<file path="src/rtl/core_pwr_seq.sv">
module core_pwr_seq #(
  parameter int NCORES   = 4,
  parameter int PWR_WAIT = 16,
  parameter int ISO_WAIT = 8,
  parameter int AW       = 12
) (
  input  logic              clk,
  input  logic              rst_n,
  input  logic              psel,
  input  logic              penable,
  input  logic              pwrite,
  input  logic [AW-1:0]     paddr,
  input  logic [31:0]       pwdata,
  output logic [31:0]       prdata,
  input  logic [NCORES-1:0] wfi,
  output logic [NCORES-1:0] core_pwr_en,
  output logic [NCORES-1:0] core_iso,
  output logic [NCORES-1:0] core_rst,
  output logic              dbg_other_en,
  output logic [NCORES-1:0] dbg_core_en,
  output logic              dbg_periph_en
);
  localparam int TOTAL = PWR_WAIT + ISO_WAIT;
  localparam int CW = $clog2(TOTAL + 1);
  localparam logic [1:0] S_RUN = 2'd0, S_UP = 2'd1, S_DOWN = 2'd2, S_STBY = 2'd3;
  localparam logic [AW-1:0] A_WAKE = AW'(16'h010);
  localparam logic [AW-1:0] A_STAT = AW'(16'h040);
  localparam logic [AW-1:0] A_DBG  = AW'(16'h180);

  logic [1:0]    st   [NCORES];
  logic [1:0]    mode [NCORES];
  logic [CW-1:0] cnt  [NCORES];
  logic          req  [NCORES];
  logic [31:0]   dbg;
  logic [2*NCORES-1:0] stat_v;
  logic [NCORES-1:0]   req_v;

  wire wr      = psel & penable & pwrite;
  wire wake_wr = wr && paddr == A_WAKE;

  always_ff @(posedge clk or negedge rst_n)
    if (!rst_n)                   dbg <= '0;
    else if (wr && paddr == A_DBG) dbg <= pwdata;

  assign dbg_other_en  = dbg[24];
  assign dbg_core_en   = dbg[20 +: NCORES];
  assign dbg_periph_en = dbg[19];

  for (genvar g = 0; g < NCORES; g++) begin : g_core
    wire ctl_wr = wr && paddr == AW'(256 + 16*g);
    wire done   = cnt[g] == CW'(TOTAL - 1);

    always_ff @(posedge clk or negedge rst_n) begin
      if (!rst_n) begin
        st[g]   <= (g == 0) ? S_RUN : S_STBY;
        mode[g] <= '0;
        cnt[g]  <= '0;
        req[g]  <= 1'b0;
      end else begin
        case (st[g])
          S_RUN: begin
            req[g] <= 1'b0;
            if (mode[g] == 2'd3 && wfi[g]) begin
              st[g]  <= S_DOWN;
              cnt[g] <= '0;
            end
          end
          S_UP: begin
            cnt[g] <= cnt[g] + 1'b1;
            if (done) st[g] <= S_RUN;
          end
          S_DOWN: begin
            cnt[g] <= cnt[g] + 1'b1;
            if (done) begin
              st[g]   <= S_STBY;
              mode[g] <= '0;
            end
          end
          default: if (req[g]) begin
            st[g]  <= S_UP;
            cnt[g] <= '0;
          end
        endcase
        if (ctl_wr) mode[g] <= pwdata[1:0];
        if (wake_wr && pwdata[g] && st[g] != S_RUN && !(st[g] == S_UP && done))
          req[g] <= 1'b1;
      end
    end

    assign core_pwr_en[g] = st[g] != S_STBY;
    assign core_rst[g]    = st[g] != S_RUN;
    assign core_iso[g]    = (st[g] == S_STBY) ||
                            (st[g] == S_UP   && cnt[g] <  CW'(PWR_WAIT)) ||
                            (st[g] == S_DOWN && cnt[g] >= CW'(ISO_WAIT));
    assign stat_v[2*g +: 2] = st[g];
    assign req_v[g]         = req[g];
  end

  always_comb begin
    prdata = '0;
    if (psel && !pwrite) begin
      if (paddr == A_WAKE) prdata[NCORES-1:0] = req_v;
      if (paddr == A_DBG)  prdata = dbg;
      if (paddr == A_STAT)
        for (int i = 0; i < NCORES; i++) prdata[4*i +: 2] = stat_v[2*i +: 2];
      for (int i = 0; i < NCORES; i++)
        if (paddr == AW'(256 + 16*i)) prdata[1:0] = mode[i];
    end
  end
endmodule


</file>
<file path="config.mk">
export PLATFORM = sky130hd
export DESIGN_NAME = core_pwr_seq
export DESIGN_NICKNAME = d
export VERILOG_FILES = /design/src/rtl/core_pwr_seq.sv
export SDC_FILE = /design/constraint.sdc
export NUM_CORES = 1
export LEC_CHECK = 0
export BUFFER_PORTS_ARGS = -buffer_cell sky130_fd_sc_hd__buf_2
export CAP_MARGIN = 20
export CORE_ASPECT_RATIO = 1.75
export CORE_MARGIN = 2
export CORE_UTILIZATION = 50
export DETAILED_ROUTE_END_ITERATION = 8
export GPL_TIMING_DRIVEN = 0
export PLACE_DENSITY_LB_ADDON = 0.2
export SLEW_MARGIN = 20
export SYNTH_ARGS = -nofsm -noshare
export SYNTH_HDL_FRONTEND = slang
export SYNTH_SLANG_ARGS = --single-unit
</file>
<file path="constraint.sdc">
create_clock -name clk -period 3.8 [get_ports clk]
set_clock_uncertainty 0.2 [all_clocks]
set_input_delay 0.95 -clock clk [delete_from_list [all_inputs] [get_ports clk]]
set_output_delay 0.95 -clock clk [all_outputs]
set_load 0.01 [all_outputs]
</file>
# Yosys cells after proc, flatten, opt, wreduce, memory -nomap -nowiden
# Cells that the tools add are included.
totals:
  register_bits: 72
classes:
  addsub: 4
  magnitude_cmp: 8
  n_eq_ne: 43
  muxes: 59
  bitwise: 2
  n_reduce_logical: 92
ops:
  columns: ["op", "count"]
  rows:
  - ["two-way mux 2 bit", 32]
  - ["two-way mux 32 bit", 2]
  - ["equality test 12 x 9 -> 1 bit, second input constant", 5]
  - ["two-way mux 5 bit", 8]
  - ["case mux 5 bit (2 select lines)", 4]
  - ["logical AND 1 bit", 35]
  - ["!= test 2 bit, second input constant", 16]
  - ["nonzero test 2 bit", 16]
  - ["equality test 2 bit, second input constant", 12]
  - ["case mux 2 bit (3 select lines)", 4]
  - ["adder 5 x 1 -> 5 bit, second input constant", 4]
  - ["equality test 5 bit, second input constant", 4]
  - [">= comparator 5 x 4 -> 1 bit, second input constant", 4]
  - ["< comparator 5 bit, second input constant", 4]
  - ["AND reduction 2 bit", 8]
  - ["AND reduction 4 bit", 4]
  - ["nonzero test 4 bit", 4]
  - ["equality test 12 x 5 -> 1 bit, second input constant", 1]
  - ["equality test 12 x 7 -> 1 bit, second input constant", 1]
  - ["nonzero test 3 bit", 4]
  - ["equality test 2 x 1 -> 1 bit, second input constant", 4]
  - ["logical NOT 2 bit", 4]
  - ["logical OR 1 bit", 8]
  - ["two-way mux 1 bit", 8]
  - ["4 further kinds", 12]

# Depth between registers and ports, before layout
depth:
  word_depth: 9
  depth_mapped: 7
  mapped_depth_nobuf: 7

# Least setup slack after synthesis
# Ideal clock, no wire load.
synth_path:
  path_type: "input to output"
  startpoint: "input paddr[6]"
  endpoint: "output prdata[11]"
  arrival_ns: 2.398
  required_ns: 2.650
  setup_slack_ns: 0.252
  cell_stages: 7
  n_path_buf: 2
  cell_sequence: "or4_4 -> nor3_4 -> and3_1 -> buf_4 -> and2b_2 -> buf_6 -> and2_1"
synth_between:
  elab_chain_cells: 3
synth_lines:
  columns: ["element", "line", "text"]
  rows:
  - ["start, declared", "12", "input logic [AW-1:0] paddr,"]
  - ["equality test 12 x 9 -> 1 bit", "103", "if (paddr == A_DBG) prdata = dbg;"]
  - ["two-way mux 32 bit", "103", null]
  - ["two-way mux 32 bit", "101", "if (psel && !pwrite) begin"]
  - ["end, declared", "14", "output logic [31:0] prdata,"]
# No other way between the ends.

# Final worst setup path
layout_path:
  startpoint: "input paddr[10]"
  endpoint: "output prdata[29]"
# Same word-level chain as after synthesis.

==> results.sh <==
export IMPL_critPathArrivalTime_ps=2640
export IMPL_synth_nets=510
export IMPL_start_util=0.509
export IMPL_min_period_ps=3790
export IMPL_drtIter0Drc=233
export IMPL_rows=44
export IMPL_die_area_um2=9120
export IMPL_cp_max_fo=6
export IMPL_clkPwrFrac=0.249
export IMPL_overflow=0
export IMPL_vdd_drop_max_v=0.000343
export IMPL_antennaDiodeCount=0
export IMPL_synth_area_um2=4170
export IMPL_crit_buf_inv=4
export IMPL_synth_warnings=0
export IMPL_crit_family="simple AND/OR/NAND/NOR gates"
export IMPL_report_final_setup_viol=0
export IMPL_synth_edf_count=0
export IMPL_cts_buffers=9
export IMPL_critical_path_required_ps=2650
export IMPL_setup_ws_ps=13.9
export IMPL_max_stage_delay_ps=550
export IMPL_rsz0062_at_grt="true"
export IMPL_cts_max_level=3
export IMPL_grt_pass1_vias=3615
export IMPL_rr_endpoint="cnt[3]"
export IMPL_cts_root_buf="clkbuf_16"
export IMPL_final_hold_viol_count=0
export IMPL_fp_coreArea_um2=8200
export IMPL_dp_slack_ps=-246
export IMPL_p_total_uw=3030
export IMPL_critPathLaunch="paddr[10]"
export IMPL_antenna_left=0
export IMPL_hpwl_um=7810
export IMPL_cap_violations=0
export IMPL_cp_cell_sequence="buf_6 > or4_4 > nor3_4 > and3_4 > buf_6 > and2b_4 > buf_6 > and2_1 > buf_2"
export IMPL_grt_max_degree=50
export IMPL_grt_total_usage=0.227
export IMPL_drt_total_wl_um=10200
export IMPL_cts_buffer_depth=2
export IMPL_ys_seq_area_frac=0.433
export IMPL_synth_seq_cells=72
export IMPL_yosysTopAreaCell="dfrtp_1"
export IMPL_cp_slowest_cell="or4_4"
export IMPL_fin_tns_setup_ps=0
export IMPL_antenna_found_initial=0
export IMPL_swShare=0.383
export IMPL_fp_dieW_um=73.1
export IMPL_finalCritPeriodShare=0.996
export IMPL_place_gp_congestion=0.814
export IMPL_drc=0
export IMPL_drv_slew=0
export IMPL_synthArstFlopShare=1.00
export IMPL_cp_num_cells=9
export IMPL_crit_end="prdata[29]"
export IMPL_r2r_start="st[0]"
export IMPL_final_nets=630
export IMPL_synth_top_cells_by_area="dfrtp_1 40%, mux2_1 8.6%, ha_1 6.9%"
export IMPL_synth_cells=434
export IMPL_startpoint_type="input pin"
export IMPL_cts_tree="yes"
export IMPL_syn2layout_area_growth_pct=26.8
export IMPL_die_y_um=125
export IMPL_fmax_mhz=264
export IMPL_synth_area_per_cell_um2=9.62
export IMPL_path_common_cell="buf_6"
export IMPL_worstSetupEndpointType="primary output"
export IMPL_p_seq_frac=0.362
export IMPL_worst_pin_slew_ps=598
export IMPL_drive_gt1_frac=0.286
export IMPL_grt_pass1_wl_um=16300
export IMPL_vias_per_cell=5.62
export IMPL_final_common_cell="buf_2"
export IMPL_drt_pass1_iter_count=4
export IMPL_hold_path_class="flip-flop to flip-flop"
export IMPL_p_comb_frac=0.389
export IMPL_power_internal_uw=1870
export IMPL_p_leak_uw=0.00272
export IMPL_criticalPathCategory="input pin to primary output"
export IMPL_routed_via_count=3657
export IMPL_final_cell_mix="91 x buf_2, 66 x dfrtp_1, 50 x nand2_1, 33 x inv_1, 32 x mux2_1"
export IMPL_ff2ff_path_depth=5
export IMPL_max_slew_margin_rel=0.598
export IMPL_cts_sinks=72
export IMPL_cts_reportedPaths_clkPinSlew_ps=50
export IMPL_clk_latency_ps=330
export IMPL_portBuffers=102
export IMPL_synth_top_area_frac=0.396
export IMPL_status="finished, final reports clean"
export IMPL_ys_types=46
export IMPL_r2r_slack_ps=1620
export IMPL_p_switching_uw=1160
export IMPL_wl_per_cell_um=15.6
export IMPL_ys_flop_type="dfrtp_1"
export IMPL_p_per_area_nw_per_um2=572
export IMPL_io_pin_count=103
## timing repair
action | CTS | global route
setup buffers | 4 | 0
gates cloned | 0 | 2
hold buffers | 0 | 0
resized for setup | 8 | 29
hold endpoints to repair | 0 | 0
endpoints found under the setup margin | 31 | 25
pin swaps | 5 | 3
## cell families after synthesis
family,after synthesis,synth area share
flip-flops,72,0.433
multiplexers,43,0.116
AND/OR/NAND/NOR,169,0.209
buffers and inverters,46,0.0522
adder cells (fa/ha/maj),23,0.0689
AO/OA/AOI/OAI,81,0.121
## synthesized netlist by cell type, types with 3 or more instances
cell type,number
a21oi_1,19
a22o_1,5
a22oi_1,9
a31oi_1,4
and2_1,26
and3_1,5
buf_4,8
dfrtp_1,66
dfstp_2,6
ha_1,23
inv_1,33
mux2_1,32
mux2i_1,10
nand2_1,50
nand3_1,21
nor2_1,27
nor2b_1,6
nor3_1,12
nor3b_1,3
nor4_1,4
o21ai_0,28
o31ai_1,3
or4_1,3
## state kept, by name (all words and copies together), names as in the netlist
register,cells
dbg,32
mode,8
st,8
cnt,20
req,4
## metal layers
| metal | global-route usage | vias up | wire (um) |
|---|---|---|---|
| met3 | 0.0396 | 16 | 429 |
| li1 | - | 1757 | - |
| met5 | 0 | - | 0 |
| met4 | 0.0806 | 0 | 206 |
| met2 | 0.428 | 92 | 5830 |
| met1 | 0.241 | 1792 | 3700 |
## stage by stage
step           std cells  utilization  hold slack (ps)  cell area, um^2
2_1_floorplan        434            -              248             4170
3_3_place_gp         628        0.585              259             4800
4_1_cts              649        0.630              280             5170
3_5_place_dp         629        0.589              268             4830
6_report             651        0.645              280             5290
5_1_grt              651        0.645              303             5290
## power groups by stage
stage	Sequential, uW	Clock, uW	Combinational (uW)
CTS	1090	772	1180
global placement	1100	0	1120
global route	1120	810	1340
detailed placement	1110	0	1170
floorplan	1060	0	854
finish	1100	754	1180
## cell type report
| class | instances | area, um^2 |
|---|---|---|
| plain buffers | 13 | 98.8 |
| clock buffers | 15 | 258 |
| clock inverters | 1 | 5.00 |
| fillers | 682 | 2910 |
| inverters | 33 | 124 |
| multi-input cells | 316 | 2230 |
| flip-flops and latches | 72 | 1810 |
| well taps | 92 | 115 |
| repair buffers | 109 | 656 |
## worst min path at each step
stage	start	endpoint	slack, ps	depth (start not counted)
2_1_floorplan	dbg[0]	dbg[0]	250	1
3_3_place_gp	dbg[15]	dbg[15]	260	1
3_5_place_dp	dbg[28]	dbg[28]	270	1
4_1_cts	dbg[28]	dbg[28]	280	1
5_1_grt	dbg[18]	dbg[18]	300	1
6_report	dbg[10]	dbg[10]	280	1
Note: power is estimated with default switching activity, not from simulation.
